**src/rtl/lcd_if_pkg.sv**
```systemverilog
package lcd_if_pkg;
    typedef enum logic [1:0] {
        MODE_BLANK = 2'd0,
        MODE_ALL   = 2'd1,
        MODE_RAM   = 2'd2
    } disp_mode_e;

    localparam logic [2:0] OP_ADDR = 3'b000;
    localparam logic [2:0] OP_ALL  = 3'b001;
    localparam logic [2:0] OP_OFF  = 3'b010;
    localparam logic [2:0] OP_RUN  = 3'b011;
    localparam logic [2:0] OP_NIB  = 3'b100;
    localparam logic [2:0] OP_RST  = 3'b110;
endpackage

```
**src/rtl/lcd_in_sync.sv**
```systemverilog
module lcd_in_sync #(
    parameter int          W       = 5,
    parameter logic [W-1:0] RST_VAL = '0
) (
    input  logic         clk,
    input  logic         rst_n,
    input  logic [W-1:0] din,
    output logic [W-1:0] dout
);
    typedef struct packed {
        logic [W-1:0] s1;
        logic [W-1:0] s2;
    } sync_t;

    sync_t sy_d, sy_q;

    always_comb begin
        sy_d    = sy_q;
        sy_d.s1 = din;
        sy_d.s2 = sy_q.s1;
    end

    always_ff @(posedge clk or negedge rst_n) begin
        if (!rst_n) begin
            sy_q <= '{s1: RST_VAL, s2: RST_VAL};
        end else begin
            sy_q <= sy_d;
        end
    end

    assign dout = sy_q.s2;
endmodule

```
**src/rtl/lcd_byte_rx.sv**
```systemverilog
module lcd_byte_rx #(
    parameter int BITS = 8
) (
    input  logic            clk,
    input  logic            rst_n,
    input  logic            sclk,
    input  logic            sdat,
    input  logic            scmd,
    input  logic            cs_n,
    output logic            byte_vld,
    output logic [BITS-1:0] byte_out,
    output logic            byte_is_cmd
);
    localparam int CW = $clog2(BITS);
    localparam logic [CW-1:0] LAST = CW'(BITS - 1);

    typedef struct packed {
        logic            sclk_prev;
        logic [BITS-1:0] sh;
        logic [CW-1:0]   cnt;
        logic            vld;
        logic [BITS-1:0] byte_v;
        logic            is_cmd;
    } rx_t;

    rx_t rx_d, rx_q;
    logic sclk_rise;
    logic [BITS-1:0] sh_next;

    assign sclk_rise = sclk && !rx_q.sclk_prev;
    assign sh_next   = {rx_q.sh[BITS-2:0], sdat};

    always_comb begin
        rx_d           = rx_q;
        rx_d.sclk_prev = sclk;
        rx_d.vld       = 1'b0;
        if (cs_n) begin
            rx_d.cnt = '0;
        end else if (sclk_rise) begin
            rx_d.sh = sh_next;
            if (rx_q.cnt == LAST) begin
                rx_d.vld    = 1'b1;
                rx_d.byte_v = sh_next;
                rx_d.is_cmd = scmd;
                rx_d.cnt    = '0;
            end else begin
                rx_d.cnt = rx_q.cnt + 1'b1;
            end
        end
    end

    always_ff @(posedge clk or negedge rst_n) begin
        if (!rst_n) begin
            rx_q <= '0;
        end else begin
            rx_q <= rx_d;
        end
    end

    assign byte_vld    = rx_q.vld;
    assign byte_out    = rx_q.byte_v;
    assign byte_is_cmd = rx_q.is_cmd;

    assert_abort_clears_count_R11: assert property (@(posedge clk) disable iff (!rst_n)
        cs_n |=> (rx_q.cnt == '0))
        else $error("bit count not cleared while deselected");

    assert_no_byte_when_idle_R1: assert property (@(posedge clk) disable iff (!rst_n)
        cs_n |=> !byte_vld)
        else $error("byte completed while deselected");
endmodule

```
**src/rtl/lcd_cmd_core.sv**
```systemverilog
module lcd_cmd_core
    import lcd_if_pkg::*;
#(
    parameter int COLS = 32,
    parameter int ROWS = 4
) (
    input  logic                     clk,
    input  logic                     rst_n,
    input  logic                     clr_n,
    input  logic                     byte_vld,
    input  logic [7:0]               byte_in,
    input  logic                     is_cmd,
    output logic                     wr_en,
    output logic [$clog2(COLS)-1:0]  wr_addr,
    output logic [ROWS-1:0]          wr_nib,
    output logic                     disp_on,
    output logic                     force_all
);
    localparam int AW = $clog2(COLS);
    localparam logic [AW-1:0] LAST_COL = AW'(COLS - 1);

    typedef struct packed {
        disp_mode_e      mode;
        logic [AW-1:0]   addr;
        logic            pend;
        logic [ROWS-1:0] pend_nib;
        logic            wr_en;
        logic [AW-1:0]   wr_addr;
        logic [ROWS-1:0] wr_nib;
    } core_t;

    core_t st_d, st_q;

    function automatic logic [AW-1:0] col_next(input logic [AW-1:0] a);
        return (a == LAST_COL) ? '0 : a + 1'b1;
    endfunction

    always_comb begin
        st_d       = st_q;
        st_d.wr_en = 1'b0;
        if (st_q.pend) begin
            st_d.wr_en   = 1'b1;
            st_d.wr_addr = st_q.addr;
            st_d.wr_nib  = st_q.pend_nib;
            st_d.addr    = col_next(st_q.addr);
            st_d.pend    = 1'b0;
        end else if (byte_vld) begin
            if (!is_cmd) begin
                st_d.wr_en    = 1'b1;
                st_d.wr_addr  = st_q.addr;
                st_d.wr_nib   = byte_in[7:4];
                st_d.pend_nib = byte_in[3:0];
                st_d.pend     = 1'b1;
                st_d.addr     = col_next(st_q.addr);
            end else begin
                case (byte_in[7:5])
                    OP_ADDR: st_d.addr = AW'(byte_in[4:0]);
                    OP_ALL:  st_d.mode = MODE_ALL;
                    OP_OFF:  st_d.mode = MODE_BLANK;
                    OP_RUN:  st_d.mode = MODE_RAM;
                    OP_NIB: begin
                        st_d.wr_en   = 1'b1;
                        st_d.wr_addr = st_q.addr;
                        st_d.wr_nib  = byte_in[3:0];
                        st_d.addr    = col_next(st_q.addr);
                    end
                    OP_RST: begin
                        st_d.mode = MODE_BLANK;
                        st_d.addr = '0;
                    end
                    default: ;
                endcase
            end
        end
        if (!clr_n) begin
            st_d.mode  = MODE_BLANK;
            st_d.addr  = '0;
            st_d.pend  = 1'b0;
            st_d.wr_en = 1'b0;
        end
    end

    always_ff @(posedge clk or negedge rst_n) begin
        if (!rst_n) begin
            st_q <= '{mode: MODE_BLANK, default: '0};
        end else begin
            st_q <= st_d;
        end
    end

    assign wr_en     = st_q.wr_en;
    assign wr_addr   = st_q.wr_addr;
    assign wr_nib    = st_q.wr_nib;
    assign disp_on   = (st_q.mode != MODE_BLANK);
    assign force_all = (st_q.mode == MODE_ALL);

    assert_data_pair_step_R8: assert property (@(posedge clk) disable iff (!rst_n || !clr_n)
        (byte_vld && !is_cmd && !st_q.pend) |=> wr_en ##1 (wr_en && wr_addr == col_next($past(wr_addr))))
        else $error("data byte did not write two adjacent columns");

    assert_wrap_to_zero_R9: assert property (@(posedge clk) disable iff (!rst_n)
        (wr_en && wr_addr == LAST_COL && $past(clr_n)) |-> (st_q.addr == '0))
        else $error("address did not wrap after last column");

    assert_clear_pin_R10: assert property (@(posedge clk) disable iff (!rst_n)
        !clr_n |=> (!disp_on && st_q.addr == '0 && !wr_en))
        else $error("clear pin did not blank and zero the address");

    assert_all_on_implies_on_R4: assert property (@(posedge clk) disable iff (!rst_n)
        force_all |-> disp_on)
        else $error("lit-everything mode with display blank");

    assert_mode_cmd_no_write_R4: assert property (@(posedge clk) disable iff (!rst_n)
        (byte_vld && is_cmd && byte_in[7:5] != OP_NIB && !st_q.pend) |=> !wr_en)
        else $error("non-write command produced a write");
endmodule

```
**src/rtl/lcd_serial_front.sv**
```systemverilog
module lcd_serial_front #(
    parameter int COLS = 32,
    parameter int ROWS = 4
) (
    input  logic                    clk,
    input  logic                    rst_n,
    input  logic                    clear_n,
    input  logic                    ser_clk,
    input  logic                    ser_data,
    input  logic                    ser_cmd,
    input  logic                    ser_cs_n,
    output logic                    wr_en,
    output logic [$clog2(COLS)-1:0] wr_addr,
    output logic [ROWS-1:0]         wr_nib,
    output logic                    disp_on,
    output logic                    force_all
);
    localparam int NSYNC = 5;

    logic [NSYNC-1:0] raw_in, syn_out;
    logic       byte_vld, byte_is_cmd;
    logic [7:0] byte_val;

    assign raw_in = {clear_n, ser_cs_n, ser_cmd, ser_data, ser_clk};

    lcd_in_sync #(.W(NSYNC), .RST_VAL(5'b11000)) u_sync (
        .clk  (clk),
        .rst_n(rst_n),
        .din  (raw_in),
        .dout (syn_out)
    );

    lcd_byte_rx #(.BITS(8)) u_rx (
        .clk        (clk),
        .rst_n      (rst_n),
        .sclk       (syn_out[0]),
        .sdat       (syn_out[1]),
        .scmd       (syn_out[2]),
        .cs_n       (syn_out[3]),
        .byte_vld   (byte_vld),
        .byte_out   (byte_val),
        .byte_is_cmd(byte_is_cmd)
    );

    lcd_cmd_core #(.COLS(COLS), .ROWS(ROWS)) u_core (
        .clk      (clk),
        .rst_n    (rst_n),
        .clr_n    (syn_out[4]),
        .byte_vld (byte_vld),
        .byte_in  (byte_val),
        .is_cmd   (byte_is_cmd),
        .wr_en    (wr_en),
        .wr_addr  (wr_addr),
        .wr_nib   (wr_nib),
        .disp_on  (disp_on),
        .force_all(force_all)
    );
endmodule

```
**config.mk**
```make
export PLATFORM = sky130hd
export DESIGN_NAME = lcd_serial_front
export DESIGN_NICKNAME = d
export VERILOG_FILES = /design/src/rtl/lcd_if_pkg.sv /design/src/rtl/lcd_in_sync.sv /design/src/rtl/lcd_byte_rx.sv /design/src/rtl/lcd_cmd_core.sv /design/src/rtl/lcd_serial_front.sv
export SDC_FILE = /design/constraint.sdc
export NUM_CORES = 1
export LEC_CHECK = 0
export ABC_AREA = 1
export BUFFER_PORTS_ARGS = -buffer_cell sky130_fd_sc_hd__clkbuf_2
export CAP_MARGIN = 30
export CORE_MARGIN = 2
export CORE_UTILIZATION = 45
export CTS_CLUSTER_DIAMETER = 100
export DETAILED_ROUTE_END_ITERATION = 10
export GPL_TIMING_DRIVEN = 1
export PLACE_DENSITY = 0.75
export SYNTH_ARGS = -nofsm -noshare
export SYNTH_HDL_FRONTEND = slang
export SYNTH_SLANG_ARGS = --single-unit
```
**constraint.sdc**
```tcl
create_clock -name clk -period 1.45 [get_ports clk]
set_input_delay 0.145 -clock clk [delete_from_list [all_inputs] [get_ports clk]]
set_output_delay 0.145 -clock clk [all_outputs]
set_load 0.02 [all_outputs]
```
==> flow_metrics.tcl <==
set metrics [dict create \
    syn_to_final_growth_pct 15.37 \
    core.rowCount 26 \
    final_layout_size_suffix_gt1_frac 0.2377 \
    worstPathRequired_ns 1.65 \
    gp_congestion 0.9041 \
    ys_top_cells_by_count "nand2_1, dfrtp_1, inv_1" \
    slowest_delay_ns 0.40 \
    die-area_um2 5784 \
    ant_nets 0 \
    crit_path_start_kind "flip-flop" \
    p_clk_frac 0.372 \
    seq_area_frac_synth 0.5699 \
    final_cell_area_um2 2695 \
    intPower_w 0.002152 \
    pin_count 19 \
    yosys.cell_types.count 28 \
    drv_slew 0 \
    io_buffers 18 \
    syn_area_per_cell_um2 9.898 \
    synth_area_um2 2336 \
    tritoncts "yes" \
    dieWidth_um 76.05 \
    synthTopCellsByArea "dfrtp_1, nand2_1, dfstp_2" \
    overflow 0 \
    syn_nets 247 \
    finalHoldViolCount 0 \
    clock_skew_ns 0.006216 \
    wl_per_cell_um 11.23 \
    routed_via_density 4.743 \
    numCtsBuffers 5 \
    combPwrFrac 0.048 \
    dr.pass1.iters 5 \
    arrival_ns 1.60 \
    worst_pin_slew_ns 0.3909 \
    p_sw_frac 0.2045 \
    run_status "finished, final reports clean" \
    setup_tns_ns 0 \
    syn_inst 236 \
    clk_latency_ns 0.30 \
    cts_root_buf "clkbuf_8" \
    worst_slack_ns 0.05263 \
    cp_max_fo 2 \
    start_util 0.4633 \
    switching_power_w 0.0005532 \
    synth-edff-count 0 \
    end_kind "flip-flop" \
    rsz0062_at_grt "yes" \
    hpwlAfterDp_mm 2.709 \
    cts.sink_count 53 \
    fp.coreArea_um2 5042 \
    fill_cells 447 \
    cap_violations 0 \
    dpl_worst_slack_ns 0.08307 \
    fin_nets 275 \
    fmax_ghz 0.7156 \
    ys_ff_latch 53 \
    regToRegSetupSlack_ns 0.05 \
    die_height_um 76.05 \
    slew_headroom 0.7394 \
    crit_path_frequent_cell "nand2_1" \
    antennaDiodeCount 0 \
    drt_iter0_drc 76 \
    grt_use_total 0.1485 \
    post-route-util 0.5345 \
    vdd_drop_max_uv 671.3 \
    yosysWarningCount 0 \
    yosysMostFrequentCell "nand2_1" \
    htree_num_levels 2 \
    p_leak_nw 1.374 \
    via_count 1589 \
    criticalPathCategory "reg2reg" \
    critPathSlowestCell "dfrtp_1" \
    grt_pass1_vias 1571 \
    finalCriticalPeriod_ns 1.397 \
    grt_max_degree 54 \
    hold_path_class "in2async" \
    clk_pin_slew_ns 0.09 \
    antenna_found_initial 0 \
    p_per_area_nw_per_um2 1004 \
    async_flop_share 1.000 \
    synth_ff_type "dfrtp_1" \
    synth_top_area_cell "dfrtp_1" \
    seqPwrFrac 0.580 \
    clockBufferDepth 2 \
    post-route-period-util 0.9637 \
    placed_area_um2 2497 \
    finalSetupViolations 0 \
    routed_wl_mm 3.762 \
    synth_top_area_frac 0.5249 \
    crit_chain "ha_2, nand2_2, nor2_2, ha_1, nand2_1, nand3_1, nand2_1, nand2_1" \
    grt_pass1_wl_mm 6.865 \
    drc 0 \
]
## per-stage QoR
step / power, W / cells / hold WS, ns
floorplan: 0.001655 / 236 / -0.1506
global placement: 0.001715 / 320 / 0.1561
finish: 0.002705 / 335 / 0.3530
CTS: 0.002753 / 334 / 0.3565
detailed placement: 0.001721 / 320 / 0.1597
global route: 0.002861 / 335 / 0.3647
## worst paths after layout
| path | from | end | depth (start not counted) |
|---|---|---|---|
| worst max-delay path | u_core.st_q[16] | u_core.st_q[19] | 8 |
| worst min-delay path | rst_n | u_core.wr_addr[2] | 3 |
| worst max register to register | u_core.st_q[16] | u_core.st_q[19] | 8 |
| worst min register to register | u_sync.sy_d[2] | u_sync.dout[2] | 0 |
| max in group asynchronous | rst_n | u_sync.dout[4] | 3 |
| min in group clk | u_sync.sy_d[2] | u_sync.dout[2] | 0 |
## power by group through the flow
stage,logic (W),registers (W),clock network [W]
after detailed placement,0.000121,0.00160,0
after CTS,0.000134,0.00157,0.00105
final,0.000129,0.00157,0.00101
after global placement,0.000118,0.00160,0
after floorplan,0.0000614,0.00159,0
after global routing,0.000154,0.00158,0.00113
## metal layers
| layer | vias to the layer above | routed length, µm | global-route usage |
|---|---|---|---|
| li1 | 802 | - | - |
| met4 | 0 | 106 | 0.06727 |
| met5 | - | 0 | 0 |
| met3 | 11 | 118 | 0.03555 |
| met2 | 33 | 1846 | 0.2464 |
| met1 | 743 | 1691 | 0.1853 |
## what timing repair did
item / 4_1_cts / 5_1_grt
buffers inserted: 0 / 1
hold buffers: 6 / 0
endpoints found under the hold margin: 54 / 0
setup endpoints to repair: 0 / 3
gates resized for setup: 0 / 4
## state kept, by name, indices dropped and copies added, names as in the netlist
signal	cells
u_sync.sy_d	5
u_rx.byte_out	8
u_rx.byte_is_cmd	1
u_core.wr_en	1
u_core.wr_addr	5
u_rx.rx_q	11
u_rx.byte_vld	1
u_core.wr_nib	4
u_sync.dout	5
u_core.st_q	12
## cell families (layout without fill, tap and decap cells)
kind of cell | count (synthesis) | in the layout | share of synthesized area
compound gates | 31 | 31 | 0.08785
xor+xnor | 1 | 1 | 0.003750
fa+ha+maj | 4 | 4 | 0.02143
buf+inv | 39 | 68 | 0.08302
flops | 53 | 53 | 0.5699
mux | 4 | 4 | 0.02571
simple gates | 104 | 104 | 0.2084
## worst max-delay path: cells and delay by family, from the launching register on
family	cells	cell delay [ns]
fa+ha+maj	2	0.51
flops	1	0.40
simple gates	6	0.38
## cell type report
| type | count | area [µm²] | area share |
|---|---|---|---|
| Tap cell | 70 | 87.58 | 0.03250 |
| Multi-Input combinational cell | 144 | 820.8 | 0.3046 |
| Timing Repair Buffer | 34 | 237.7 | 0.08821 |
| Clock inverter | 2 | 37.54 | 0.01393 |
| Sequential cell | 53 | 1331 | 0.4940 |
| Inverter | 26 | 97.59 | 0.03621 |
| Clock buffer | 6 | 82.58 | 0.03064 |
## cell usage in the layout (no fill, tap or decap), types with 2 or more instances in the layout
master / count
o21ai_2: 4
nor2_4: 2
dfrtp_1: 49
inv_1: 24
nand2_1: 70
nand2_4: 3
dlygate4sd3_1: 6
buf_4: 9
a31oi_1: 2
clkbuf_2: 18
mux2_4: 4
clkbuf_8: 6
nor2_2: 2
o21ai_0: 18
o2111ai_1: 2
nand4_1: 3
dfstp_2: 4
ha_1: 3
a22o_1: 2
inv_2: 2
nor2_1: 5
nand3_1: 14
Power figures use the tool's default switching activity.
